File: config.mk
export PLATFORM = sky130hd
export DESIGN_NAME = vid_slew_ctrl
export DESIGN_NICKNAME = d
export VERILOG_FILES = /design/src/rtl/vid_slew_pkg.sv /design/src/rtl/vid_step_timer.sv /design/src/rtl/vid_seq_fsm.sv /design/src/rtl/vid_slew_ctrl.sv
export SDC_FILE = /design/constraint.sdc
export NUM_CORES = 1
export LEC_CHECK = 0
export BUFFER_PORTS_ARGS = -buffer_cell sky130_fd_sc_hd__buf_4
export CAP_MARGIN = 0
export CORE_ASPECT_RATIO = 0.5
export CORE_UTILIZATION = 35
export DETAILED_ROUTE_END_ITERATION = 10
export PLACE_DENSITY = 0.56
export SETUP_SLACK_MARGIN = 0.1
export SYNTH_ARGS = -nofsm -noshare
export SYNTH_HDL_FRONTEND = slang
export SYNTH_SLANG_ARGS = --single-unit
File: constraint.sdc
create_clock -name clk -period 4.05 [get_ports clk]
set_clock_uncertainty 0.2 [all_clocks]
set_input_delay 0.2025 -clock clk [delete_from_list [all_inputs] [get_ports clk]]
set_output_delay 0.2025 -clock clk [all_outputs]
set_load 0.02 [all_outputs]
File: src/rtl/vid_slew_pkg.sv
package vid_slew_pkg;

  typedef enum logic [1:0] {
    ST_OFF  = 2'd0,
    ST_SOFT = 2'd1,
    ST_RAMP = 2'd2,
    ST_HOLD = 2'd3
  } seq_state_e;

  // clock cycles between code steps
  function automatic int step_cycles(input int clk_per_us, input bit coarse);
    return coarse ? 6 * clk_per_us : 3 * clk_per_us;
  endfunction

  // clock cycles of the soft-start wait
  function automatic int ss_cycles(input int clk_per_us, input int ss_us);
    return clk_per_us * ss_us;
  endfunction

  function automatic int max2(input int a, input int b);
    return (a > b) ? a : b;
  endfunction

endpackage

File: src/rtl/vid_step_timer.sv
module vid_step_timer #(
  parameter int CNT_W = 8
) (
  input  logic             clk,
  input  logic             rst_n,
  input  logic             clr,
  input  logic             run,
  input  logic [CNT_W-1:0] limit,
  output logic             hit
);

  logic [CNT_W-1:0] cnt_q;

  assign hit = run && (cnt_q == limit - 1'b1);

  always_ff @(posedge clk or negedge rst_n) begin
    if (!rst_n) begin
      cnt_q <= '0;
    end else if (clr) begin
      cnt_q <= '0;
    end else if (run) begin
      cnt_q <= hit ? '0 : cnt_q + 1'b1;
    end
  end

endmodule

File: src/rtl/vid_seq_fsm.sv
module vid_seq_fsm
  import vid_slew_pkg::*;
#(
  parameter int           VID_W      = 7,
  parameter int unsigned  FLOOR_CODE = 1
) (
  input  logic             clk,
  input  logic             rst_n,
  input  logic [VID_W-1:0] tgt_vid,
  input  logic             below_floor,
  input  logic             tick,
  output seq_state_e       state,
  output logic [VID_W-1:0] vid,
  output logic [VID_W-1:0] dest,
  output logic             restart,
  output logic             done,
  output logic             tmr_clr
);

  localparam logic [VID_W-1:0] FLOOR = VID_W'(FLOOR_CODE);

  function automatic logic [VID_W-1:0] step_toward(
    input logic [VID_W-1:0] cur, input logic [VID_W-1:0] dst);
    if (cur < dst)      return cur + 1'b1;
    else if (cur > dst) return cur - 1'b1;
    else                return cur;
  endfunction

  seq_state_e       state_q, state_d;
  logic [VID_W-1:0] vid_q, vid_d, stepped;
  logic             rst_q, rst_d, done_d;

  assign dest = (tgt_vid == '0) ? FLOOR : tgt_vid;
  assign stepped = tick ? step_toward(vid_q, dest) : vid_q;

  always_comb begin
    state_d = state_q;
    vid_d   = vid_q;
    rst_d   = rst_q;
    done_d  = 1'b0;
    tmr_clr = 1'b0;
    unique case (state_q)
      ST_OFF: begin
        if (below_floor && (tgt_vid > FLOOR)) begin
          state_d = ST_SOFT;
          tmr_clr = 1'b1;
        end
      end
      ST_SOFT: begin
        if (tick) begin
          state_d = ST_RAMP;
          vid_d   = FLOOR;
          rst_d   = 1'b1;
          tmr_clr = 1'b1;
        end
      end
      ST_RAMP: begin
        vid_d = stepped;
        if (stepped == dest) begin
          done_d  = 1'b1;
          rst_d   = 1'b0;
          state_d = (tgt_vid == '0) ? ST_OFF : ST_HOLD;
        end
      end
      ST_HOLD: begin
        if ((tgt_vid == '0) && (vid_q == FLOOR)) begin
          state_d = ST_OFF;
        end else if (dest != vid_q) begin
          state_d = ST_RAMP;
          rst_d   = 1'b0;
          tmr_clr = 1'b1;
        end
      end
      default: state_d = ST_OFF;
    endcase
  end

  always_ff @(posedge clk or negedge rst_n) begin
    if (!rst_n) begin
      state_q <= ST_OFF;
      vid_q   <= '0;
      rst_q   <= 1'b0;
      done    <= 1'b0;
    end else begin
      state_q <= state_d;
      vid_q   <= vid_d;
      rst_q   <= rst_d;
      done    <= done_d;
    end
  end

  assign state   = state_q;
  assign vid     = vid_q;
  assign restart = rst_q;

endmodule

File: src/rtl/vid_slew_ctrl.sv
module vid_slew_ctrl
  import vid_slew_pkg::*;
#(
  parameter int          VID_W      = 7,
  parameter int unsigned FLOOR_CODE = 1,
  parameter int          CLK_PER_US = 125,
  parameter int          SS_US      = 200
) (
  input  logic             clk,
  input  logic             rst_n,
  input  logic [VID_W-1:0] tgt_vid,
  input  logic             decay_mode,
  input  logic             step_sel,
  input  logic             below_floor,
  output logic [VID_W-1:0] vid_code,
  output logic             force_pwm,
  output logic             pg_mask,
  output logic             sw_en,
  output logic             soft_start,
  output logic             ramp_done
);

  localparam int STEP_FINE   = step_cycles(CLK_PER_US, 1'b0);
  localparam int STEP_COARSE = step_cycles(CLK_PER_US, 1'b1);
  localparam int SS_CYC      = ss_cycles(CLK_PER_US, SS_US);
  localparam int CNT_W       = $clog2(max2(SS_CYC, STEP_COARSE) + 1);

  seq_state_e       state;
  logic [VID_W-1:0] dest;
  logic             restart, tmr_clr, step_tick, ss_done, ramp_active;
  logic [CNT_W-1:0] tmr_limit;

  assign ramp_active = (state == ST_RAMP);
  assign tmr_limit = (state == ST_SOFT) ? CNT_W'(SS_CYC)
                   : (step_sel ? CNT_W'(STEP_COARSE) : CNT_W'(STEP_FINE));
  assign ss_done = step_tick && (state == ST_SOFT);

  vid_step_timer #(.CNT_W(CNT_W)) u_timer (
    .clk   (clk),
    .rst_n (rst_n),
    .clr   (tmr_clr),
    .run   (ramp_active || (state == ST_SOFT)),
    .limit (tmr_limit),
    .hit   (step_tick)
  );

  vid_seq_fsm #(.VID_W(VID_W), .FLOOR_CODE(FLOOR_CODE)) u_fsm (
    .clk         (clk),
    .rst_n       (rst_n),
    .tgt_vid     (tgt_vid),
    .below_floor (below_floor),
    .tick        (step_tick),
    .state       (state),
    .vid         (vid_code),
    .dest        (dest),
    .restart     (restart),
    .done        (ramp_done),
    .tmr_clr     (tmr_clr)
  );

  assign pg_mask    = ramp_active || (state == ST_SOFT);
  assign soft_start = (state == ST_SOFT);
  assign sw_en      = (state != ST_OFF);
  assign force_pwm  = ramp_active && !decay_mode && !restart;

endmodule

==> results.md, run 1 <==
- Slew Limit Headroom: 41.3%
- Util after Layout: between 40% and 50%
- # rows: 20
- Unrepaired setup endpoints after global routing: false
- Top FF cell, synth: dfrtp_1
- Crit path kind: flop to flop
- GRT Overall Usage: 19.1%
- Worst slew pin tran: 0.871 ns
- Share of layout cells above drive strength 1: 15.1%
- Final critical-path share of the clock period: 90.1%
- Antenna violations before repair: 0
- Fin crit period: 3.65 ns
- Arr. time, crit path: ~3.6 ns
- Synth Cell Area: 2270 um^2
- Most common cell after layout, fill and taps aside: nand2_1
- Max Cap Viol: 0
- Internal: 557 uW
- Clock sink count: 26
- GR Overflow Total: 0
- Most frequent cells in the layout: nand2_1 (30), o21ai_0 (28), buf_4 (27), dfrtp_1 (26), nor2_1 (23)
- LEAKAGE: approximately 1.2 nW
- Hold Path Class: primary input to async pin
- Layout Cells excl Fill: 393
- Syn_nets: slightly above 300
- Final slew viol count: 0
- Fillers: 649
- 1st-iter DRT viols: 124
- Htree depth: 1
- Power per cell area: about 300 nW/um^2
- # diodes: 0
- Clock buffer depth: 2
- Switching Share: 29.0%
- DR pass1 iterations: 4
- First-pass GRT wire length: 10,100 um
- Worst hold margin: 0.188 ns
- Distinct cells, synth: 59
- Routed vias: approximately 2,200
- Area growth syn-to-layout: 17.2%
- CP Capture Type: flop
- Number of CTS-inserted buffers: 3
- P_sw: 227 uW
- Vias/cell: 5.49
- Routed Antenna Nets: 0
- TNS Setup: 0 ns
- CTS Root Buffer Type: clkbuf_16
- Clock power share: 37.3%
- Synth async-reset ratio: 100%
- Logic pwr share: 18.2%
- Hpwl dp: roughly 4500 um
- Placed cell count: a little under 400
- I/O Pins: 24
- Die Span X: between 100 and 150 um
- Post-synthesis cell count: 282
- Post-CTS setup buffers: 0
- Avg Cell Area, Syn: 8.04 um^2
- Number of synthesized flops with an enable pin: 0
- Status: complete, no violations
- CTS tree: yes
- Seq cells post-synth: 26
- Gpl congestion: 0.854
- Max Clk Rate: 274 MHz
- Final wirelength: 5920 um
- Worst vdd ir: about 0.18 mV
- DRC: 0
- Vias in the first global route: 2,029
- CTS clk-pin slew, worst paths: 0.07 ns
- Nets: 333
- Core box area: 6160 um^2
- Seq/Total Area, Yosys: 28.7%
- Yosys warnings: 0
- WP data required: 4.00 ns
- Die Y: 58.9 um
- Port Buffers: 23
- Final Hold Vio Count: 0
- CP Launch Type: flop
- Final Setup Violations: 0
- Worst-path maximum fanout: 11
- Largest net degree at the start of global routing: 27
- WL per Instance: 15.1 um
- Flop pwr share: roughly 45%
- Initial core utilization: 36.8%
- Worst skew pair latency: 0.26 ns
- Die footprint: 6820 um^2
[stage by stage]
step	power [mW]	worst slack (ns)	cell area, um^2
final	0.785	0.399	2660
after global routing	0.834	0.127	2660
after CTS	0.797	0.386	2650
after detailed placement	0.497	0.411	2540
after global placement	0.492	0.464	2540
after floorplan	0.442	0.696	2270
[layout make-up]
type / instances / area (um^2) / share of cell area, %
Clock buffer: 3 / 75.1 / 2.83
Clock inverter: 1 / 30.0 / 1.13
Inverter: 17 / 63.8 / 2.40
Multi-Input combinational cell: 230 / 1510 / 57.0
Sequential cell: 26 / 651 / 24.5
Tap cell: 88 / 110 / 4.15
Timing Repair Buffer: 28 / 213 / 8.01
[worst max-delay path, cell delays in order, from the launching register on]
cell,delay (ns)
dfrtp_1,0.44
ha_1,0.40
nor2b_4,0.21
o21ai_2,0.09
a2111oi_4,0.54
nand3_4,0.22
or4b_1,0.58
a311oi_2,0.31
o211ai_2,0.18
and2_4,0.22
o22a_1,0.15
[flip-flops by register name (all words and copies together) (netlist names)]
register       flops
u_timer.cnt_q     15
u_fsm.vid          7
u_fsm.state        2
u_fsm.done         1
u_fsm.restart      1
[path summary, 6_finish.rpt]
check | end | cells after the start | slack (ns) | start
worst max-delay path | u_fsm.restart$_DFFE_PN0P_ | 10 | 0.40 | u_fsm.state[0]$_DFFE_PN0P_
worst min-delay path | u_fsm.vid[2]$_DFFE_PN0P_ | 2 | 0.19 | rst_n
worst max register to register | u_fsm.restart$_DFFE_PN0P_ | 10 | 0.40 | u_fsm.state[0]$_DFFE_PN0P_
worst min register to register | u_fsm.restart$_DFFE_PN0P_ | 1 | 0.31 | u_fsm.restart$_DFFE_PN0P_
max in group asynchronous | u_fsm.state[1]$_DFFE_PN0P_ | 2 | 3.20 | rst_n
min in group clk | u_fsm.state[1]$_DFFE_PN0P_ | 5 | 0.28 | below_floor
[timing repair]
| action | CTS | global route |
|---|---|---|
| setup endpoints to repair | 0 | 1 |
| hold endpoints to repair | 26 | 0 |
| hold buffers | 1 | 0 |
| resized for setup | 0 | 1 |
[cell usage after synthesis, drive strengths merged (2+ instances only)]
| cell type | n | area share (%) |
|---|---|---|
| nand2 | 30 | 5.0 |
| o211a | 2 | 0.88 |
| o41ai | 2 | 0.77 |
| ha | 15 | 8.3 |
| nor2 | 23 | 3.8 |
| a22o | 4 | 1.5 |
| buf | 2 | 0.72 |
| xor2 | 10 | 3.9 |
| nand4 | 9 | 2.5 |
| o21ai | 32 | 7.4 |
| a41o | 2 | 0.88 |
| a21oi | 17 | 3.8 |
| dfrtp | 26 | 29 |
| nor2b | 3 | 1.2 |
| nor4b | 2 | 1.0 |
| nand3b | 2 | 0.66 |
| nand2b | 2 | 0.55 |
| or3 | 2 | 0.55 |
| clkbuf | 7 | 1.2 |
| a22oi | 2 | 0.66 |
| or2 | 4 | 1.1 |
| nor4 | 3 | 0.83 |
| o22ai | 2 | 0.55 |
| xnor2 | 4 | 1.5 |
| a2bb2oi | 2 | 0.77 |
| and2 | 3 | 0.94 |
| nor3 | 9 | 2.0 |
| inv | 17 | 2.8 |
| and3 | 9 | 2.5 |
| nand3 | 13 | 3.4 |
| o211ai | 2 | 0.88 |
[kinds of logic (layout without fill, tap and decap cells)]
logic type	count (synthesis)	after routing	share of synthesized area, %
xor+xnor	14	14	5.41
simple gates	119	119	28.0
flops	26	26	28.7
fa+ha+maj	15	15	8.28
compound gates	81	81	24.4
buf+inv	26	49	4.69
mux	1	1	0.442
[per-layer routing]
layer,share of wire [%],wire length (um),vias to the layer above,GRT usage (%)
li1,-,-,1078,-
met1,49,2930,1036,26.1
met2,45,2680,34,31.3
met3,3.7,222,10,3.09
met4,1.6,95,0,5.49
met5,0,0,-,0
[power by group through the flow]
stage,registers [mW],clock network [mW],logic [mW]
final,0.349,0.292,0.143
after global routing,0.360,0.312,0.162
after CTS,0.349,0.304,0.144
after detailed placement,0.354,0,0.143
after global placement,0.353,0,0.139
after floorplan,0.336,0,0.106
(Power assumes the default switching activity.)
==> run 2, diff against run 1 <==
Settings changed: CELL_PAD_IN_SITES_DETAIL_PLACEMENT from default to 0, CELL_PAD_IN_SITES_GLOBAL_PLACEMENT from default to 1, PLACE_DENSITY 0.56 to 0.7.
Clock period 4.05 ns to 3.7 ns, I/O delays scaled along.
==> run 2 against run 1 <==
  * Critical path depth stayed put
  * First-iteration DRC count up 3.2%
  * Via count increased by 1.6%
  * Register-to-register slack worse by 0.06 ns
  * Clock power is 10% higher
  * Sequential share of layout area is 0.81 points lower
  * Utilization is 1.5 points higher
  * Flip-flop and latch count stayed put
  * Clock-buffer cell count did not move
  * Power rose by 10%
==> results.md, run 2 (same netlist as run 1, synthesis figures left out) <==
- Status: complete, no violations (unchanged)
- CTS tree: yes (unchanged)
- Area growth syn-to-layout: 21.2% (was 17.2%)
- Flop pwr share: 44.5% (about the same)
- Die Span X: 116 um (unchanged)
- Hpwl dp: 4640 um (was 4520 um)
- CTS Root Buffer Type: clkbuf_16 (unchanged)
- Most frequent cells in the layout: buf_4 (38), nand2_1 (30), o21ai_0 (28), dfrtp_1 (26), nor2_1 (23) (was nand2_1 (30), o21ai_0 (28), buf_4 (27), dfrtp_1 (26), nor2_1 (23))
- Max reg flops: 15 (unchanged)
- Share of layout cells above drive strength 1: 19.0% (was 15.1%)
- Port Buffers: 23 (unchanged)
- Worst slew pin tran: 0.954 ns (was 0.871 ns)
- Placed cell count: 399 (was 388)
- Crit path kind: flop to flop (unchanged)
- Switching Share: 29.2% (was 29.0%)
- # rows: 20 (unchanged)
- Fillers: 636 (was 649)
- Most common cell after layout, fill and taps aside: buf_4 (was nand2_1)
- CTS clk-pin slew, worst paths: 0.07 ns (about the same)
- Number of CTS-inserted buffers: 3 (unchanged)
- Routed vias: 2,193 (was 2,158)
- Worst hold margin: 0.166 ns (was 0.188 ns)
- Register Area: 651 um^2 (unchanged)
- Internal: 612 uW (was 557 uW)
- Post-CTS setup buffers: 0 (unchanged)
- Biggest register: u_timer.cnt_q (unchanged)
- Routed Antenna Nets: 0 (unchanged)
- CP Capture Type: flop (unchanged)
- DRC: 0 (unchanged)
- Fin crit period: 3.36 ns (was 3.65 ns)
- Final wirelength: 6030 um (was 5920 um)
- # diodes: 0 (unchanged)
- Final Hold Vio Count: 0 (unchanged)
- Vias in the first global route: 2,099 (was 2,029)
- Worst vdd ir: 0.223 mV (was 0.175 mV)
- CP Launch Type: flop (unchanged)
- TNS Setup: 0 ns (unchanged)
- Htree depth: 1 (unchanged)
- GR Overflow Total: 0 (unchanged)
- Layout Cells excl Fill: 404 (was 393)
- Largest net degree at the start of global routing: 27 (unchanged)
- Arr. time, crit path: 3.31 ns (was 3.60 ns)
- WL per Instance: 14.9 um (was 15.1 um)
- Clock power share: 37.2% (was 37.3%)
- Final slew viol count: 0 (unchanged)
- Register-to-Register Path Depth: 10 (unchanged)
- Clock buffer depth: 2 (unchanged)
- DR pass1 iterations: 4 (unchanged)
- Vias/cell: 5.43 (was 5.49)
- Hold Path Class: primary input to async pin (unchanged)
- I/O Pins: 24 (unchanged)
- 1st-iter DRT viols: 128 (was 124)
- Antenna violations before repair: 0 (unchanged)
- Logic pwr share: 18.2% (about the same)
- First-pass GRT wire length: 10,100 um (about the same)
- Die footprint: 6820 um^2 (unchanged)
- Core box area: 6160 um^2 (unchanged)
- Power per cell area: 315 nW/um^2 (was 295 nW/um^2)
- Worst skew pair latency: 0.27 ns (was 0.26 ns)
- Clock sink count: 26 (unchanged)
- LEAKAGE: 1.24 nW (was 1.19 nW)
- Gpl congestion: 0.874 (was 0.854)
- GRT Overall Usage: 19.4% (was 19.1%)
- Slew Limit Headroom: 35.7% (was 41.3%)
- Die Y: 58.9 um (unchanged)
- Max Cap Viol: 0 (unchanged)
- Nets: 344 (was 333)
- Unrepaired setup endpoints after global routing: false (unchanged)
- Final Setup Violations: 0 (unchanged)
- Final critical-path share of the clock period: 90.8% (was 90.1%)
- P_sw: 252 uW (was 227 uW)
- WP data required: 3.65 ns (was 4.00 ns)
- Initial core utilization: 36.8% (unchanged)
- Max Clk Rate: 298 MHz (was 274 MHz)
- Worst-path maximum fanout: 6 (was 11)
- Footprint of the multi-input gates: 1520 um^2 (was 1510 um^2)
[run 2: path summary, 6_finish.rpt]
kind	from	end	slack (ns)
min reg2reg	u_fsm.restart$_DFFE_PN0P_	u_fsm.restart$_DFFE_PN0P_	0.31
min in group clk	tgt_vid[0]	u_fsm.state[0]$_DFFE_PN0P_	0.21
max	u_fsm.state[0]$_DFFE_PN0P_	u_fsm.restart$_DFFE_PN0P_	0.34
max in group asynchronous	rst_n	u_fsm.vid[2]$_DFFE_PN0P_	2.87
min	rst_n	u_timer.cnt_q[2]$_DFFE_PN0P_	0.17
max reg2reg	u_fsm.state[0]$_DFFE_PN0P_	u_fsm.restart$_DFFE_PN0P_	0.34
[run 2: layout make-up]
class                   instances  area share (%)
repair buffers                 39            10.8
well taps                      88            4.01
flip-flops and latches         26            23.7
clock buffers                   3            2.73
inverters                      17            2.32
multi-input cells             230            55.4
clock inverters                 1            1.09
[run 2: metrics by stage]
stage	utilization (%)	total power [mW]	cell area [um^2]	setup WS (ns)
after floorplan	-	0.484	2270	0.346
after global placement	42.5	0.538	2620	0.287
after detailed placement	42.5	0.545	2620	0.223
after CTS	44.4	0.868	2730	0.265
after global routing	44.6	0.910	2750	0.129
final	44.6	0.864	2750	0.342
[run 2: worst max-delay path, stage by stage (launching register included)]
cell and delay, ns:
dfrtp_1 0.45, ha_1 0.32, nor2b_4 0.17, o21ai_2 0.09, a2111oi_4 0.54, nand3_4 0.11
or4b_1 0.55, a311oi_2 0.30, o211ai_2 0.17, and2_4 0.20, o22a_1 0.14
[run 2: routing by layer]
metal  wire length [um]  share of wire (%)  track usage (%)  up-vias
li1                   -                  -                -     1104
met2               2680                 44             31.6       46
met1               3030                 50             26.4     1037
met5                  0                  0                0        -
met3                242                4.0             3.19        6
met4                 82                1.4             6.23        0
[run 2: power by group through the flow]
stage	Sequential (mW)	Clock [mW]	Combinational, mW
5_1_grt	0.393	0.337	0.179
6_report	0.385	0.322	0.158
3_5_place_dp	0.391	0	0.154
4_1_cts	0.385	0.327	0.156
2_1_floorplan	0.368	0	0.116
3_3_place_gp	0.389	0	0.149
[run 2: timing repair]
item / CTS / global route
hold buffers: 1 / 0
hold endpoints to repair: 26 / 0
resized for setup: 0 / 4
setup endpoints to repair: 0 / 5
==> run 3, diff against run 2 <==
--- a/config.mk
+++ b/config.mk
@@ -12,2 +12,3 @@
 export CORE_ASPECT_RATIO = 0.5
+export CORE_MARGIN = 5
 export CORE_UTILIZATION = 35
@@ -16,2 +17,3 @@
 export SETUP_SLACK_MARGIN = 0.1
+export SLEW_MARGIN = 40
 export SYNTH_ARGS = -nofsm -noshare
==> constraint.sdc (replaced) <==
create_clock -name clk -period 3.7 [get_ports clk]
set_clock_uncertainty 0.2 [all_clocks]
set_input_delay 0 -clock clk [delete_from_list [all_inputs] [get_ports clk]]
set_output_delay 0 -clock clk [all_outputs]
set_load 0.02 [all_outputs]
==> run 3 against run 2 <==
  * Die area increased by 21%
  * Utilization down 0.32 points
  * Non-clock buffer count down 2
  * Sequential power about the same
  * Clock-buffer cell count increased by 1
  * Register-to-register slack got worse by 0.05 ns
  * Global-route usage shrank 3.0 points
  * Worst hold slack worse by 0.15 ns
  * First-iteration DRC count grew 2.3%
  * Power shrank 5.2%
  * Critical path type unchanged
  * Critical endpoint unchanged
  * Largest power group unchanged
  * Highest routed layer unchanged
==> results.md, run 3 (same netlist as run 1, synthesis figures left out) <==
- Status: complete, no violations (unchanged)
- Initial core utilization: 36.7% (was 36.8%)
- Crit path kind: flop to flop (unchanged)
- 1st-iter DRT viols: 131 (was 128)
- CTS clk-pin slew, worst paths: 0.07 ns (about the same)
- CP Capture Type: flop (unchanged)
- Worst slew pin tran: 0.626 ns (was 0.954 ns)
- GRT Overall Usage: 16.4% (was 19.4%)
- Fin crit period: 3.40 ns (was 3.36 ns)
- Slew Limit Headroom: 58.0% (was 35.7%)
- Clock buffer depth: 2 (unchanged)
- I/O Pins: 24 (unchanged)
- Flop pwr share: 46.8% (was 44.5%)
- # diodes: 0 (unchanged)
- Number of CTS-inserted buffers: 3 (unchanged)
- Switching Share: 31.0% (was 29.2%)
- Core box area: 6180 um^2 (was 6160 um^2)
- Die Y: 66.9 um (was 58.9 um)
- WP data required: 3.66 ns (was 3.65 ns)
- Post-CTS setup buffers: 0 (unchanged)
- Internal: 565 uW (was 612 uW)
- Biggest register: u_timer.cnt_q (unchanged)
- TNS Setup: 0 ns (unchanged)
- Routed Antenna Nets: 0 (unchanged)
- Largest net degree at the start of global routing: 27 (unchanged)
- GR Overflow Total: 0 (unchanged)
- DR pass1 iterations: 4 (unchanged)
- LEAKAGE: 1.23 nW (was 1.24 nW)
- Vias in the first global route: 2,114 (was 2,099)
- DP Area: 2590 um^2 (was 2620 um^2)
- WL per Instance: 15.5 um (was 14.9 um)
- Worst-path maximum fanout: 6 (unchanged)
- Vias/cell: 5.49 (was 5.43)
- Power per cell area: 299 nW/um^2 (was 315 nW/um^2)
- Die Span X: 124 um (was 116 um)
- Hpwl dp: 4740 um (was 4640 um)
- Die footprint: 8280 um^2 (was 6820 um^2)
- Util after Layout: 44.3% (was 44.6%)
- Fin area: 2740 um^2 (was 2750 um^2)
- CTS Root Buffer Type: clkbuf_16 (unchanged)
- Logic pwr share: 19.8% (was 18.2%)
- Area growth syn-to-layout: 20.8% (was 21.2%)
- Overall power: 819 uW (was 864 uW)
- # rows: 20 (unchanged)
- Worst skew pair latency: 0.27 ns (about the same)
- Met1 usage in global routing: 23.6% (was 26.4%)
- Final wirelength: 6250 um (was 6030 um)
- Max reg flops: 15 (unchanged)
- DRC: 0 (unchanged)
- Max Cap Viol: 0 (unchanged)
- Htree depth: 1 (unchanged)
- Final slew viol count: 0 (unchanged)
- Arr. time, crit path: 3.36 ns (was 3.31 ns)
- First-pass GRT wire length: 10,700 um (was 10,100 um)
- Nets: 342 (was 344)
- Final Hold Vio Count: 0 (unchanged)
- CTS tree: yes (unchanged)
- Port Buffers: 23 (unchanged)
- Unrepaired setup endpoints after global routing: false (unchanged)
- Hold Path Class: primary input to flop (was primary input to async pin)
- M3 GR Usage: 2.71% (was 3.19%)
- Clock power share: 33.4% (was 37.2%)
- Met2 usage: 25.8% (was 31.6%)
- GRT Max-Usage Layer: met2 (unchanged)
- Clock sink count: 26 (unchanged)
- Final Setup Violations: 0 (unchanged)
- CP Launch Type: flop (unchanged)
- P_sw: 254 uW (was 252 uW)
- Gpl congestion: 0.882 (was 0.874)
- Most frequent cells in the layout: buf_4 (34), nand2_1 (30), o21ai_0 (27), dfrtp_1 (26), nor2_1 (23) (was buf_4 (38), nand2_1 (30), o21ai_0 (28), dfrtp_1 (26), nor2_1 (23))
- Final critical-path share of the clock period: 92.0% (was 90.8%)
- Share of layout cells above drive strength 1: 18.2% (was 19.0%)
- Max Clk Rate: 294 MHz (was 298 MHz)
- Antenna violations before repair: 0 (unchanged)
- Worst vdd ir: 0.188 mV (was 0.223 mV)
- Most common cell after layout, fill and taps aside: buf_4 (unchanged)
- Routed vias: 2,207 (was 2,193)
[run 3: changes by cell type in the layout (fill, tap and decap cells not counted), sizes merged]
| cell | delta |
|---|---|
| dlygate4sd3 | +1 |
| buf | -3 |
| clkbuf | +1 |
| bufinv | -1 |
[run 3: what timing repair did]
action | in CTS | in global routing
hold endpoints to repair | 26 | 0
resized for setup | 0 | 5
endpoints found under the setup margin | 0 | 5
hold buffers | 3 | 0
[run 3: critical path, cell delays in order, from the launching register on]
cell       delay (ns)
dfrtp_1          0.45
ha_1             0.32
nor2b_4          0.18
o21ai_2          0.09
a2111oi_4        0.56
nand3_4          0.11
or4b_1           0.54
a311oi_2         0.30
o211ai_2         0.18
and2_4           0.20
o22a_1           0.15
[run 3: final cells by class]
class,instances,area (um^2)
clock buffers,4,88.8
fillers,654,3440
inverters,17,63.8
multi-input cells,230,1530
flip-flops and latches,26,651
well taps,88,110
repair buffers,37,295
[run 3: through the flow]
| step | cells | hold WS [ns] | setup WS, ns |
|---|---|---|---|
| 4_1_cts | 402 | 0.0152 | 0.200 |
| 3_3_place_gp | 395 | -0.263 | 0.321 |
| 2_1_floorplan | 282 | -0.496 | 0.346 |
| 6_report | 402 | 0.0123 | 0.296 |
| 5_1_grt | 402 | 0.0506 | 0.110 |
| 3_5_place_dp | 395 | -0.258 | 0.214 |
[run 3: per-layer routing]
metal  up-vias  share of wire, %  wire length, um
met5         -                 0                0
li1       1101                 -                -
met3         5               4.3              269
met4         0              0.74               46
met1      1059                51             3220
met2        42                43             2720
[run 3: worst paths after layout]
kind | slack, ns | from | cells past startpoint | endpoint
worst max-delay path | 0.30 | u_fsm.state[0]$_DFFE_PN0P_ | 10 | u_fsm.restart$_DFFE_PN0P_
worst max register to register | 0.30 | u_fsm.state[0]$_DFFE_PN0P_ | 10 | u_fsm.restart$_DFFE_PN0P_
max in group asynchronous | 2.62 | rst_n | 4 | u_timer.cnt_q[6]$_DFFE_PN0P_
min in group asynchronous | 0.53 | rst_n | 4 | u_timer.cnt_q[12]$_DFFE_PN0P_
worst min register to register | 0.33 | u_fsm.restart$_DFFE_PN0P_ | 1 | u_fsm.restart$_DFFE_PN0P_
worst min-delay path | 0.01 | tgt_vid[0] | 4 | u_fsm.state[0]$_DFFE_PN0P_
[run 3: power by group through the flow]
stage / clock, mW / combinational [mW] / sequential [mW]
after floorplan: 0 / 0.116 / 0.368
after global placement: 0 / 0.151 / 0.385
after detailed placement: 0 / 0.155 / 0.387
after CTS: 0.284 / 0.159 / 0.381
after global routing: 0.296 / 0.187 / 0.393
final: 0.274 / 0.162 / 0.383
